`src/rtl/dav_pkg.sv`:
```
package dav_pkg;
  localparam int DEF_WORD_W = 32;
  localparam int DEF_TAG_W  = 2;

  // Advance the rolling tag by one, wrapping naturally at its width.
  function automatic logic [DEF_TAG_W-1:0] tag_step(input logic [DEF_TAG_W-1:0] t);
    return t + 1'b1;
  endfunction

  // Replace the low tag bits of a sample with the tag.
  function automatic logic [DEF_WORD_W-1:0] tag_word(input logic [DEF_WORD_W-1:0] d,
                                                     input logic [DEF_TAG_W-1:0]  t);
    return {d[DEF_WORD_W-1:DEF_TAG_W], t};
  endfunction
endpackage

```
`src/rtl/rd_strobe_sync.sv`:
```
module rd_strobe_sync #(
  parameter int STAGES = 2
) (
  input  logic clk,
  input  logic rst,
  input  logic rd_n_i,
  output logic fall_o
);
  logic [STAGES-1:0] sync_q;
  logic              last_q;

  generate
    if (STAGES == 1) begin : g_one
      always_ff @(posedge clk) begin
        if (rst) sync_q <= '1;
        else     sync_q <= rd_n_i;
      end
    end else begin : g_chain
      always_ff @(posedge clk) begin
        if (rst) sync_q <= '1;
        else     sync_q <= {sync_q[STAGES-2:0], rd_n_i};
      end
    end
  endgenerate

  always_ff @(posedge clk) begin
    if (rst) last_q <= 1'b1;
    else     last_q <= sync_q[STAGES-1];
  end

  // One-cycle pulse on a high-to-low transition of the synchronized strobe.
  assign fall_o = last_q & ~sync_q[STAGES-1];
endmodule

```
`src/rtl/pkt_counter.sv`:
```
module pkt_counter #(
  parameter int MIN_LEN = 1024,
  parameter int MAX_LEN = 11264,
  parameter int LEN_W   = $clog2(MAX_LEN + 1)
) (
  input  logic             clk,
  input  logic             rst,
  input  logic             start_i,
  input  logic [LEN_W-1:0] len_i,
  input  logic             accept_i,
  output logic             armed_o,
  output logic             done_o
);
  localparam logic [LEN_W-1:0] MIN_L = LEN_W'(MIN_LEN);
  localparam logic [LEN_W-1:0] MAX_L = LEN_W'(MAX_LEN);

  function automatic logic [LEN_W-1:0] clamp_len(input logic [LEN_W-1:0] l);
    if (l < MIN_L) return MIN_L;
    if (l > MAX_L) return MAX_L;
    return l;
  endfunction

  logic [LEN_W-1:0] left_q;
  logic             armed_q;
  logic             done_q;
  logic             final_w;

  assign final_w = armed_q && accept_i && (left_q == LEN_W'(1));

  always_ff @(posedge clk) begin
    if (rst) begin
      left_q  <= '0;
      armed_q <= 1'b0;
      done_q  <= 1'b0;
    end else if (start_i) begin
      left_q  <= clamp_len(len_i);
      armed_q <= 1'b1;
      done_q  <= 1'b0;
    end else if (armed_q && accept_i) begin
      left_q <= left_q - 1'b1;
      if (final_w) begin
        armed_q <= 1'b0;
        done_q  <= 1'b1;
      end
    end
  end

  assign armed_o = armed_q;
  assign done_o  = done_q;
endmodule

```
`src/rtl/sample_holder.sv`:
```
module sample_holder
  import dav_pkg::*;
#(
  parameter int WORD_W = DEF_WORD_W,
  parameter int TAG_W  = DEF_TAG_W
) (
  input  logic              clk,
  input  logic              rst,
  input  logic              clear_i,
  input  logic              armed_i,
  input  logic              valid_i,
  input  logic [WORD_W-1:0] data_i,
  input  logic              accept_i,
  output logic [WORD_W-1:0] word_o,
  output logic              pending_o,
  output logic              overrun_o,
  output logic              capture_o,
  output logic              overrun_evt_o
);
  logic [WORD_W-1:0] word_q;
  logic [TAG_W-1:0]  tag_q;
  logic              pending_q;
  logic              overrun_q;

  assign capture_o     = armed_i && valid_i && !pending_q;
  assign overrun_evt_o = armed_i && valid_i && pending_q;

  always_ff @(posedge clk) begin
    if (rst || clear_i) begin
      word_q    <= '0;
      tag_q     <= '0;
      pending_q <= 1'b0;
      overrun_q <= 1'b0;
    end else begin
      if (capture_o) begin
        word_q    <= tag_word(data_i, tag_q);
        tag_q     <= tag_step(tag_q);
        pending_q <= 1'b1;
      end else if (accept_i) begin
        pending_q <= 1'b0;
      end
      if (overrun_evt_o) overrun_q <= 1'b1;
    end
  end

  assign word_o    = word_q;
  assign pending_o = pending_q;
  assign overrun_o = overrun_q;
endmodule

```
`src/rtl/dav_stream_src.sv`:
```
module dav_stream_src #(
  parameter int WORD_W      = 32,
  parameter int TAG_W       = 2,
  parameter int MIN_LEN     = 1024,
  parameter int MAX_LEN     = 11264,
  parameter int SYNC_STAGES = 2,
  parameter int LEN_W       = $clog2(MAX_LEN + 1)
) (
  input  logic              clk,
  input  logic              rst,
  input  logic              start_i,
  input  logic [LEN_W-1:0]  pkt_len_i,
  input  logic              smp_valid_i,
  input  logic [WORD_W-1:0] smp_data_i,
  input  logic              rd_n_i,
  output logic              dav_n_o,
  output logic [WORD_W-1:0] rd_data_o,
  output logic              overrun_o,
  output logic              done_o
);
  // Named internal events, observed by the bound checker.
  logic rd_fall_w;
  logic accept_w;
  logic capture_w;
  logic overrun_evt_w;
  logic pending_w;
  logic armed_w;

  rd_strobe_sync #(.STAGES(SYNC_STAGES)) sync_i (
    .clk    (clk),
    .rst    (rst),
    .rd_n_i (rd_n_i),
    .fall_o (rd_fall_w)
  );

  // A read counts only when a word is waiting.
  assign accept_w = rd_fall_w && pending_w && !start_i;

  pkt_counter #(.MIN_LEN(MIN_LEN), .MAX_LEN(MAX_LEN), .LEN_W(LEN_W)) cnt_i (
    .clk      (clk),
    .rst      (rst),
    .start_i  (start_i),
    .len_i    (pkt_len_i),
    .accept_i (accept_w),
    .armed_o  (armed_w),
    .done_o   (done_o)
  );

  sample_holder #(.WORD_W(WORD_W), .TAG_W(TAG_W)) hold_i (
    .clk           (clk),
    .rst           (rst),
    .clear_i       (start_i),
    .armed_i       (armed_w),
    .valid_i       (smp_valid_i),
    .data_i        (smp_data_i),
    .accept_i      (accept_w),
    .word_o        (rd_data_o),
    .pending_o     (pending_w),
    .overrun_o     (overrun_o),
    .capture_o     (capture_w),
    .overrun_evt_o (overrun_evt_w)
  );

  assign dav_n_o = ~pending_w;
endmodule

```
`config.mk`:
```
export PLATFORM = sky130hd
export DESIGN_NAME = dav_stream_src
export DESIGN_NICKNAME = d
export VERILOG_FILES = /design/src/rtl/dav_pkg.sv /design/src/rtl/rd_strobe_sync.sv /design/src/rtl/pkt_counter.sv /design/src/rtl/sample_holder.sv /design/src/rtl/dav_stream_src.sv
export SDC_FILE = /design/constraint.sdc
export NUM_CORES = 1
export LEC_CHECK = 0
export ABC_AREA = 1
export CAP_MARGIN = 0
export CELL_PAD_IN_SITES_DETAIL_PLACEMENT = 0
export CELL_PAD_IN_SITES_GLOBAL_PLACEMENT = 1
export CORE_MARGIN = 2
export CORE_UTILIZATION = 41
export CTS_BUF_LIST = sky130_fd_sc_hd__clkbuf_4
export DETAILED_ROUTE_END_ITERATION = 10
export DONT_BUFFER_PORTS = 1
export PLACE_DENSITY_LB_ADDON = 0.1
export SETUP_SLACK_MARGIN = 0.15
export SLEW_MARGIN = 20
export SYNTH_ARGS = -nofsm -noshare
export SYNTH_HDL_FRONTEND = slang
export SYNTH_SLANG_ARGS = --single-unit
```
`constraint.sdc`:
```
create_clock -name clk -period 1.24 [get_ports clk]
set_input_delay 0.062 -clock clk [delete_from_list [all_inputs] [get_ports clk]]
set_output_delay 0.062 -clock clk [all_outputs]
set_load 0.01 [all_outputs]
```
==> results of run 1 <==
layer usage:
layer | vias up | track usage [%] | share of wire [%]
met4 | 0 | 4.833 | 1.1
met1 | 1176 | 27.51 | 46
met2 | 58 | 33.87 | 48
met3 | 7 | 4.674 | 4.8
met5 | - | 0 | 0
li1 | 1297 | - | -
final timing paths:
path                                     from  depth (start not counted)                       endpoint
hold reg to reg   sync_i.sync_q[0]$_SDFF_PP1_                          1    sync_i.sync_q[1]$_SDFF_PP1_
setup reg to reg   cnt_i.armed_o$_SDFFE_PP0P_                          7  hold_i.word_o[1]$_SDFFE_PP0P_
setup / recovery   cnt_i.armed_o$_SDFFE_PP0P_                          7  hold_i.word_o[1]$_SDFFE_PP0P_
hold / removal                            rst                          1     cnt_i.armed_o$_SDFFE_PP0P_
cell type report:
type / instances / area [sq um]
Sequential cell: 55 / 1132
Tap cell: 75 / 93.84
Fill cell: 543 / 2108
Inverter: 32 / 145.1
Clock inverter: 3 / 20.02
Multi-Input combinational cell: 255 / 1545
Timing Repair Buffer: 80 / 838.3
Clock buffer: 5 / 37.54
synth_stat cells, types with 3 or more instances:
cell | instances | area [sq um]
sky130_fd_sc_hd__o21ai_0 | 39 | 195.2
sky130_fd_sc_hd__inv_1 | 29 | 108.9
sky130_fd_sc_hd__dfxtp_1 | 55 | 1101
sky130_fd_sc_hd__nand3_1 | 23 | 115.1
sky130_fd_sc_hd__buf_2 | 6 | 30.03
sky130_fd_sc_hd__nand2_1 | 53 | 198.9
sky130_fd_sc_hd__a21oi_1 | 23 | 115.1
sky130_fd_sc_hd__nor2_1 | 81 | 304.0
sky130_fd_sc_hd__o21ai_1 | 8 | 40.04
sky130_fd_sc_hd__or2_2 | 3 | 18.77
sky130_fd_sc_hd__a31oi_1 | 3 | 18.77
sequential cells by signal, summed over array words and instances (netlist names):
register	flops
hold_i.word_o	32
cnt_i.armed_o	1
hold_i.tag_q	2
hold_i.overrun_o	1
cnt_i.left_q	14
sync_i.last_q	1
cnt_i.done_o	1
hold_i.pending_o	1
sync_i.sync_q	2
kinds of logic after synthesis:
logic type | count (synthesis) | synth area share (%)
buffers and inverters | 46 | 8.296
DFF | 55 | 43.72
AOI/OAI and AO/OA | 80 | 16.84
adders and majority gates | 2 | 0.9934
xor gates and xnor gates | 2 | 0.6956
and+or+nand+nor | 171 | 29.46
what timing repair did:
| action | in CTS | in global routing |
|---|---|---|
| hold endpoints to repair | 52 | 17 |
| cloned | 0 | 3 |
| buffers inserted | 7 | 6 |
| setup endpoints to repair | 51 | 52 |
| resized for setup | 64 | 84 |
| pin swaps | 13 | 25 |
per-stage QoR:
stage	setup slack, ns	cell area [sq um]	util [%]	hold slack [ns]
global placement	-0.02154	2746	46.39	0.1265
CTS	0.02399	3461	58.45	-0.2971
finish	-0.01582	3812	64.39	-0.2899
global route	-0.09929	3812	64.39	-0.3137
floorplan	0.1252	2554	-	0.1237
detailed placement	-0.03758	2746	46.39	0.1270
power groups by stage:
| stage | clock network, mW | registers (mW) | logic (mW) |
|---|---|---|---|
| 5_1_grt | 0.896 | 1.94 | 0.961 |
| 6_report | 0.821 | 1.93 | 0.873 |
| 3_3_place_gp | 0 | 1.94 | 0.538 |
| 2_1_floorplan | 0 | 1.93 | 0.388 |
| 3_5_place_dp | 0 | 1.94 | 0.540 |
| 4_1_cts | 0.833 | 1.92 | 0.734 |
==> qor.yml, run 1 <==
run_status:
  outcome: "finished with violations"
  failed_checks: "negative hold slack, negative setup slack"
synth:
  synth.yosys.seq_area_share_pct: 43.72
  yosysUniqueCellTypes: 33
  synth_flop_cell: "sky130_fd_sc_hd__dfxtp_1"
  async_reset_ff_share_pct: 0
  syn-cell-area_sq_um: 2519
  syn_area_per_cell_sq_um: 7.075
  number_of_synthesis_warnings: 0
  synth_cells: 356
  yosys_register_bits: 55
  synth_enable_flop_cells: 0
  synth_fp_nets: 409
flow_run:
  max_capacitance_violation_total: 0
final_layout:
  flow.area_growth_from_synthesis_pct: 51.37
  fraction_of_layout_cells_with_a_size_suffix_above_1_pct: 33.95
  fin_nets: 482
  most_common_cell_after_layout_fill_and_taps_aside: "sky130_fd_sc_hd__nor2_1"
  final_cells: 505
  antenna-diode-count: 0
  final_cell_mix: "sky130_fd_sc_hd__nor2_1, sky130_fd_sc_hd__nand2_1, sky130_fd_sc_hd__dfxtp_1"
drt:
  detail_route.drc_violations: 0
  routed-via-count: 2538
  drt-pass1-iter-count: 4
  vias_per_cell: 5.026
  drt-total-wl_um: 7314
  drt.antenna.violating_nets: 0
  route.detailed.wl_per_inst_um: 14.48
  drt_iter0_markers: 98
clock_tree:
  cts_tree: "built"
  clk_root_buffer_cell: "sky130_fd_sc_hd__clkbuf_4"
  worstSkewPairLatency_ns: 0.38
  cts.clk_slew.worst_paths_ns: 0.17
  cts_hold_buffers: 41
  clockBufferDepth: 2
  cts_htree_levels: 2
  cts_inserted_buffers: 5
  tritoncts_num_sinks: 55
pwr:
  power_switching_share_pct: 31.40
  power.leakage_nw: 1.589
  power.share.clock_pct: 22.7
  netSwitchingPower_mw: 1.137
  p_total_mw: 3.622
  share_comb_of_total_power_pct: 24.1
  power_report.internal_total_mw: 2.485
  share_seq_of_total_power_pct: 53.2
  irDropWorstVdd_uv: 707.5
  power_density_over_the_cells_nw_per_um2: 950.1
sta:
  tns_ns: -0.01696
  worst_clock_skew_ns: 0.01347
  setup_viol_count_final: 2
  fmax_ghz: 0.7963
  layout_worst_path_cycle_share_pct: 101.3
  holdWs_ns: -0.2899
  min_clock_period_post_route_ns: 1.256
  finalWorstSetupSlack_ns: -0.01582
  report.final.slew_viol_count: 0
  worst_slew_margin_rel_pct: 58.42
  worst-slew-pin-transition_ns: 0.6230
  hold_violations: 17
  setup_repair_after_global_routing_missed_its_margin: "yes"
setup_path:
  setup.worst_path.class: "flip-flop to flip-flop"
  cp_data_arrival_time_ns: 1.57
  max_stage_delay_ns: 0.41
  worst-path-buf-inv: 3
  path_cells: "nand2_4, nor2_4, buf_12, buf_8, buf_4, nor2_1, a211oi_1"
  critical_path.endpoint_type: "flip-flop"
  worst_path_max_delay_cell: "sky130_fd_sc_hd__dfxtp_4"
  cp_top_family: "buffers and inverters"
  critical_path_required_ns: 1.55
  critPathMaxFanout: 5
  reg2reg_slack_ns: -0.02
  cp-start-kind: "flip-flop"
grt:
  grt_max_degree: 32
  gr-usage-all-layers_pct: 20.63
  globalRouteOverflowTotal: 0
  grt_first_pass_wirelength_um: 10920
  antenna_found_initial: 0
  grt_pass1_vias: 2385
floorplan:
  std_cell_rows: 28
  design.portCount: 86
  die_h_um: 82.38
  fp.coreArea_sq_um: 5921
  floorplan.die.width_um: 82.38
  floorplan.die_area_sq_um: 6786
  initial_core_util_pct: 42.54
placement:
  io_buffers: 0
  place.detailed.hpwl_um: 4443
  post_place_cells: 440
  gp_routability_congestion: 0.7967
min_path:
  hold_path.class: "primary input to flip-flop"
No activity file was read; power rests on OpenSTA's default activity.
==> inputs of run 2 (changes only) <==
- ABC_AREA: 1 -> 0
- CELL_PAD_IN_SITES_DETAIL_PLACEMENT: 0 -> not set
- CELL_PAD_IN_SITES_GLOBAL_PLACEMENT: 1 -> not set
- CORE_UTILIZATION: 41 -> 49
- PLACE_DENSITY: not set -> 0.66
- PLACE_DENSITY_LB_ADDON: 0.1 -> not set
==> run 2 against run 1 <==
Net effect:
- the flow still finishes with violations (negative hold slack, negative setup slack)
- core utilization increased by 11 points
- combinational power decreased by 21%
- hold slack improved by 0.0083 ns
- power decreased by 7.3%
- die area decreased by 21%
- clock power decreased by 2.8%
- worst setup slack got worse by 0.73 ns
- first-iteration DRC count increased by 35%
- cell count decreased by 17%
- critical endpoint is now cnt_i.left_q[12]$_SDFFE_PP0P_
- clock skew decreased by 0.0018 ns
- non-clock buffer count increased by 6
- global-route usage increased by 4.6 points
==> qor.yml, run 2 <==
clock_tree:
  cts_hold_buffers: 42
  cts_inserted_buffers: 5
  cts.clk_slew.worst_paths_ns: 0.16
  tritoncts_num_sinks: 55
  worstSkewPairLatency_ns: 0.38
  clockBufferDepth: 2
  clk_root_buffer_cell: "sky130_fd_sc_hd__clkbuf_4"
  cts_htree_levels: 2
  cts_tree: "built"
drt:
  detail_route.wirelength.met1_um: 2864
  met3WireLength_um: 456
  route.detailed.wl_per_inst_um: 17.30
  routed-via-count: 2438
  wl_met2_um: 3800
  drt-pass1-iter-count: 4
  topRoutingLayerUsed: "met4"
  drt-total-wl_um: 7248
  drt.antenna.violating_nets: 0
  detail_route.drc_violations: 0
  vias_per_cell: 5.819
  drt_iter0_markers: 132
synth:
  yosys_register_bits: 55
  synth.yosys.seq_area_share_pct: 47.18
  synth_enable_flop_cells: 0
  synth_fp_nets: 341
  post_synth_xor_area_fraction_pct: 2.627
  main_combinational_cell_family_by_area_after_synthesis: "simple AND/OR/NAND/NOR gates"
  fraction_of_the_mapped_netlist_area_in_compound_gates_pct: 20.75
  synth_cells: 288
  synth_flop_cell: "sky130_fd_sc_hd__dfxtp_1"
  syn_area_per_cell_sq_um: 8.102
  synth.most_common_cell: "sky130_fd_sc_hd__nand2_1"
  muxShareOfSynthArea_pct: 0
  async_reset_ff_share_pct: 0
  number_of_synthesis_warnings: 0
  yosysTopAreaCell: "sky130_fd_sc_hd__dfxtp_1"
  post_synth_main_area_contributors: "sky130_fd_sc_hd__dfxtp_1, sky130_fd_sc_hd__nand2_1, sky130_fd_sc_hd__a21oi_1"
  yosysUniqueCellTypes: 41
  synth_fa_ha_area_share_pct: 1.072
  synth-simple-area-share_pct: 24.34
  syn-cell-area_sq_um: 2333
  top_cells_by_instance_count_after_synthesis: "sky130_fd_sc_hd__nand2_1, sky130_fd_sc_hd__dfxtp_1, sky130_fd_sc_hd__a21oi_1"
  synth.top_cell.area_share_pct: 47.18
floorplan:
  design.portCount: 86
  floorplan.die.width_um: 73.01
  die_h_um: 73.01
  fp.coreArea_sq_um: 4661
  floorplan.die_area_sq_um: 5330
  initial_core_util_pct: 50.07
  std_cell_rows: 25
sta:
  worst-slew-pin-transition_ns: 0.4394
  fmax_ghz: 0.5032
  finalWorstSetupSlack_ns: -0.7472
  setup_repair_after_global_routing_missed_its_margin: "yes"
  worst_slew_margin_rel_pct: 70.71
  setup_viol_count_final: 33
  holdWs_ns: -0.2816
  worst_clock_skew_ns: 0.01164
  layout_worst_path_cycle_share_pct: 160.3
  hold_violations: 12
  min_clock_period_post_route_ns: 1.987
  tns_ns: -6.032
  report.final.slew_viol_count: 0
placement:
  minimum_setup_slack_after_placement_ns: -0.7636
  io_buffers: 0
  place.detailed.hpwl_um: 4025
  gp_routability_congestion: 0.9182
pwr:
  share_seq_of_total_power_pct: 55.6
  power_switching_share_pct: 28.24
  power.share.clock_pct: 23.8
  netSwitchingPower_mw: 0.9483
  irDropWorstVdd_uv: 616.7
  power.leakage_nw: 1.258
  power_density_over_the_cells_nw_per_um2: 959.9
  share_comb_of_total_power_pct: 20.6
  power_report.internal_total_mw: 2.410
  p_total_mw: 3.358
grt:
  grt_first_pass_wirelength_um: 10670
  globalRouteOverflowTotal: 0
  grt_pass1_vias: 2366
  grt_max_degree: 34
  gr-usage-all-layers_pct: 25.25
  antenna_found_initial: 0
run_status:
  failed_checks: "negative hold slack, negative setup slack"
  outcome: "finished with violations"
setup_path:
  setup.worst_path.class: "flip-flop to flip-flop"
  critPathMaxFanout: 2
  cp-start-kind: "flip-flop"
  critical_path.endpoint_type: "flip-flop"
  cp_data_arrival_time_ns: 2.31
  critical_path_required_ns: 1.57
final_layout:
  most_common_cell_after_layout_fill_and_taps_aside: "sky130_fd_sc_hd__nand2_1"
  fraction_of_layout_cells_with_a_size_suffix_above_1_pct: 31.23
  antenna-diode-count: 0
  ff_latch_area_sq_um: 1111
  fin_nets: 417
  largest_reg_flops: 32
  multiInputGateArea_sq_um: 1378
  fill_cells: 335
  final_cell_mix: "sky130_fd_sc_hd__nand2_1, sky130_fd_sc_hd__dfxtp_1, sky130_fd_sc_hd__dlygate4sd3_1"
  flow.area_growth_from_synthesis_pct: 49.92
min_path:
  hold_path.class: "primary input to flip-flop"
flow_run:
  max_capacitance_violation_total: 0
## run 2: layout make-up
type	count	area share, %
clock buffers	5	1.073
repair buffers	86	24.43
inverters	8	0.8584
flip-flops and latches	55	31.76
well taps	54	1.931
multi-input cells	208	39.38
clock inverters	3	0.5722
## run 2: kinds of logic (layout without fill, tap and decap cells)
kind of cell,count (synthesis),after routing
and+or+nand+nor,120,120
xor gates and xnor gates,7,7
adders and majority gates,2,2
buffers and inverters,25,102
AOI/OAI and AO/OA,79,79
DFF,55,55
## run 2: final timing paths
path / start / cells after the start / endpoint / slack, ns
worst max-delay path: cnt_i.left_q[0]$_SDFFE_PP0P_ / 6 / cnt_i.left_q[12]$_SDFFE_PP0P_ / -0.75
worst min-delay path: rst / 1 / cnt_i.armed_o$_SDFFE_PP0P_ / -0.28
worst max register to register: cnt_i.left_q[0]$_SDFFE_PP0P_ / 6 / cnt_i.left_q[12]$_SDFFE_PP0P_ / -0.75
worst min register to register: sync_i.sync_q[0]$_SDFF_PP1_ / 1 / sync_i.sync_q[1]$_SDFF_PP1_ / 0.43
## run 2: critical path: stages (launching register included)
cell	delay (ns)
sky130_fd_sc_hd__dfxtp_2	0.35
sky130_fd_sc_hd__inv_2	0.07
sky130_fd_sc_hd__ha_4	0.13
sky130_fd_sc_hd__or4b_4	0.47
sky130_fd_sc_hd__or4_4	0.50
sky130_fd_sc_hd__or3_1	0.33
sky130_fd_sc_hd__nand3_1	0.08
## run 2: per-stage QoR
| stage | instance area [sq um] | utilization, % | instances |
|---|---|---|---|
| floorplan | 2415 | - | 288 |
| global route | 3498 | 75.06 | 419 |
| finish | 3498 | 75.06 | 419 |
| CTS | 3347 | 71.81 | 417 |
| global placement | 2689 | 57.69 | 361 |
| detailed placement | 2689 | 57.69 | 361 |
## run 2: per-layer routing
layer | global-route usage [%] | up-vias
met5 | 0 | -
met1 | 28.94 | 1147
met4 | 7.613 | 0
met3 | 5.663 | 14
met2 | 46.25 | 105
li1 | - | 1172
## run 2: power by group through the flow
stage,clock network (mW),registers [mW],logic (mW)
detailed placement,0,1.90,0.439
global route,0.889,1.88,0.740
finish,0.798,1.87,0.692
global placement,0,1.90,0.434
floorplan,0,1.91,0.268
CTS,0.819,1.87,0.620
## run 2: timing repair
action,4_1_cts,5_1_grt
buffers inserted,5,1
cloned,1,1
pin swaps,8,11
setup endpoints to repair,51,53
hold endpoints to repair,50,12
resized for setup,29,34
==> inputs of run 3 (changes only) <==
- GPL_ROUTABILITY_DRIVEN: not set -> 0
- MAX_ROUTING_LAYER: not set -> met4
- PLACE_DENSITY: 0.66 -> not set
- clock period: 1.24 -> 2.3 ns (I/O delays scaled with it)
==> run 3 against run 2 <==
Net effect:
- the run now ends clean
- clock power down 46%
- critical path depth down 2
- die area unchanged
- worst setup slack better by 0.95 ns
- highest routed layer unchanged
- global-route usage down 4.0 points
- sequential share of layout area up 5.8 points
- largest cell class unchanged
- largest power group unchanged
- clock-buffer cell count up 1
- maximum frequency down 5.3%
- combinational power down 65%
- register-to-register slack better by 0.95 ns
- wire length down 22%
==> qor.yml, run 3 (synthesized netlist as in run 2, its figures left out) <==
drt:
  route.detailed.wl_per_inst_um: 14.46
  vias_per_cell: 5.625
  routed-via-count: 2188
  drt_iter0_markers: 100
  drt-total-wl_um: 5626
  drt-pass1-iter-count: 4
  detail_route.drc_violations: 0
  drt.antenna.violating_nets: 0
grt:
  grt_first_pass_wirelength_um: 8618
  antenna_found_initial: 0
  grt_max_degree: 33
  gr-usage-all-layers_pct: 21.27
  globalRouteOverflowTotal: 0
  grt_pass1_vias: 1972
clock_tree:
  clockBufferDepth: 2
  cts_setup_buffers: 0
  cts_htree_levels: 2
  cts.clk_slew.worst_paths_ns: 0.15
  cts_tree: "built"
  clk_root_buffer_cell: "sky130_fd_sc_hd__clkbuf_4"
  worstSkewPairLatency_ns: 0.37
  cts_inserted_buffers: 5
  tritoncts_num_sinks: 55
sta:
  layout_worst_path_cycle_share_pct: 91.26
  min_clock_period_post_route_ns: 2.099
  worst_clock_skew_ns: 0.007303
  holdWs_ns: 0.04793
  hold_violations: 0
  report.final.slew_viol_count: 0
  worst-slew-pin-transition_ns: 0.6154
  tns_ns: 0
  setup_viol_count_final: 0
  setup_repair_after_global_routing_missed_its_margin: "no"
  fmax_ghz: 0.4764
  worst_slew_margin_rel_pct: 58.70
final_layout:
  utilization_pct: 63.28
  flow.area_growth_from_synthesis_pct: 26.38
  fin_nets: 387
  fraction_of_layout_cells_with_a_size_suffix_above_1_pct: 9.254
  antenna-diode-count: 0
  final_cell_mix: "sky130_fd_sc_hd__nand2_1, sky130_fd_sc_hd__dfxtp_1, sky130_fd_sc_hd__dlygate4sd3_1"
  largest_reg_flops: 32
  most_common_cell_after_layout_fill_and_taps_aside: "sky130_fd_sc_hd__nand2_1"
setup_path:
  setup.worst_path.end: "cnt_i.left_q[11]$_SDFFE_PP0P_"
  setup.worst_path.class: "flip-flop to flip-flop"
  worst_r2r_path_depth: 4
  crit-reg2reg-capture: "cnt_i.left_q[11]$_SDFFE_PP0P_"
  critPathMaxFanout: 7
  crit-reg2reg-launch: "cnt_i.left_q[5]$_SDFFE_PP0P_"
  cp-start-kind: "flip-flop"
  setup.worst_path.start: "cnt_i.left_q[5]$_SDFFE_PP0P_"
  reg2reg_slack_ns: 0.20
  critical_path.endpoint_type: "flip-flop"
  critical_path_required_ns: 2.59
  cp_data_arrival_time_ns: 2.39
floorplan:
  floorplan.die.width_um: 73.01
  fp.coreArea_sq_um: 4661
  initial_core_util_pct: 50.07
  die_h_um: 73.01
  std_cell_rows: 25
  design.portCount: 86
  floorplan.die_area_sq_um: 5330
placement:
  place.detailed.hpwl_um: 3679
  io_buffers: 0
min_path:
  hold_path.class: "primary input to flip-flop"
flow_run:
  max_capacitance_violation_total: 0
pwr:
  power.leakage_nw: 1.023
  power_density_over_the_cells_nw_per_um2: 570.3
  irDropWorstVdd_uv: 260.4
run_status:
  outcome: "finished clean"
[run 3: cell count changes in the layout (fill, tap and decap cells not counted), moves of 4 or more]
cell	previous run	this run
sky130_fd_sc_hd__nand2_1	69	73
sky130_fd_sc_hd__a21oi_2	16	0
sky130_fd_sc_hd__a21oi_1	24	40
sky130_fd_sc_hd__dfxtp_1	47	52
sky130_fd_sc_hd__dfxtp_2	8	2
sky130_fd_sc_hd__buf_6	11	0
sky130_fd_sc_hd__dlygate4sd3_1	41	47
sky130_fd_sc_hd__buf_4	29	9
[run 3: layout make-up]
| type | instances | area, sq um |
|---|---|---|
| clock buffers | 6 | 45.04 |
| clock inverters | 2 | 12.51 |
| fillers | 408 | 1712 |
| inverters | 8 | 30.03 |
| multi-input cells | 208 | 1149 |
| flip-flops and latches | 55 | 1107 |
| well taps | 54 | 67.56 |
| repair buffers | 56 | 538.0 |
[run 3: worst min path at each step]
stage,depth (start not counted),startpoint,end,slack (ns)
2_1_floorplan,1,rd_n_i,sync_i.sync_q[0]$_SDFF_PP1_,0.22
3_3_place_gp,1,rst,cnt_i.armed_o$_SDFFE_PP0P_,0.19
3_5_place_dp,1,rst,cnt_i.armed_o$_SDFFE_PP0P_,0.19
4_1_cts,4,start_i,cnt_i.done_o$_SDFFE_PP0P_,0.02
5_1_grt,2,pkt_len_i[11],cnt_i.left_q[11]$_SDFFE_PP0P_,0.06
6_report,4,start_i,cnt_i.done_o$_SDFFE_PP0P_,0.05
[run 3: what timing repair did]
| item | 4_1_cts | 5_1_grt |
|---|---|---|
| hold endpoints to repair | 50 | 0 |
| hold buffers | 47 | 0 |
| setup endpoints to repair | 0 | 4 |
| resized for setup | 0 | 6 |
[run 3: worst max-delay path, stage by stage (launching register included)]
cell                       delay [ns]
sky130_fd_sc_hd__dfxtp_4         0.39
sky130_fd_sc_hd__or4_4           0.53
sky130_fd_sc_hd__or3_4           0.37
sky130_fd_sc_hd__or4_1           0.49
sky130_fd_sc_hd__a311oi_2        0.23
[run 3: power breakdown]
part	leakage [nW]	switching, mW	total [mW]	internal, mW
registers	0.449	0.0312	1.01	0.982
logic	0.542	0.121	0.242	0.122
clock network	0.0317	0.296	0.427	0.131
[run 3: stage by stage]
stage | worst slack [ns] | area, sq um | cells | power [mW]
after floorplan | 0.2613 | 2333 | 288 | 1.160
after global placement | 0.2194 | 2405 | 334 | 1.200
after detailed placement | 0.1701 | 2405 | 334 | 1.201
after CTS | 0.1654 | 2933 | 389 | 1.698
after global routing | 0.1242 | 2949 | 389 | 1.766
final | 0.2010 | 2949 | 389 | 1.682
[run 3: metal layers]
layer	wire length, um	track usage (%)	share of wire [%]
met5	0	-	0
met4	41	6.790	0.73
met3	410	5.939	7.3
met2	2680	34.63	48
met1	2494	25.39	44
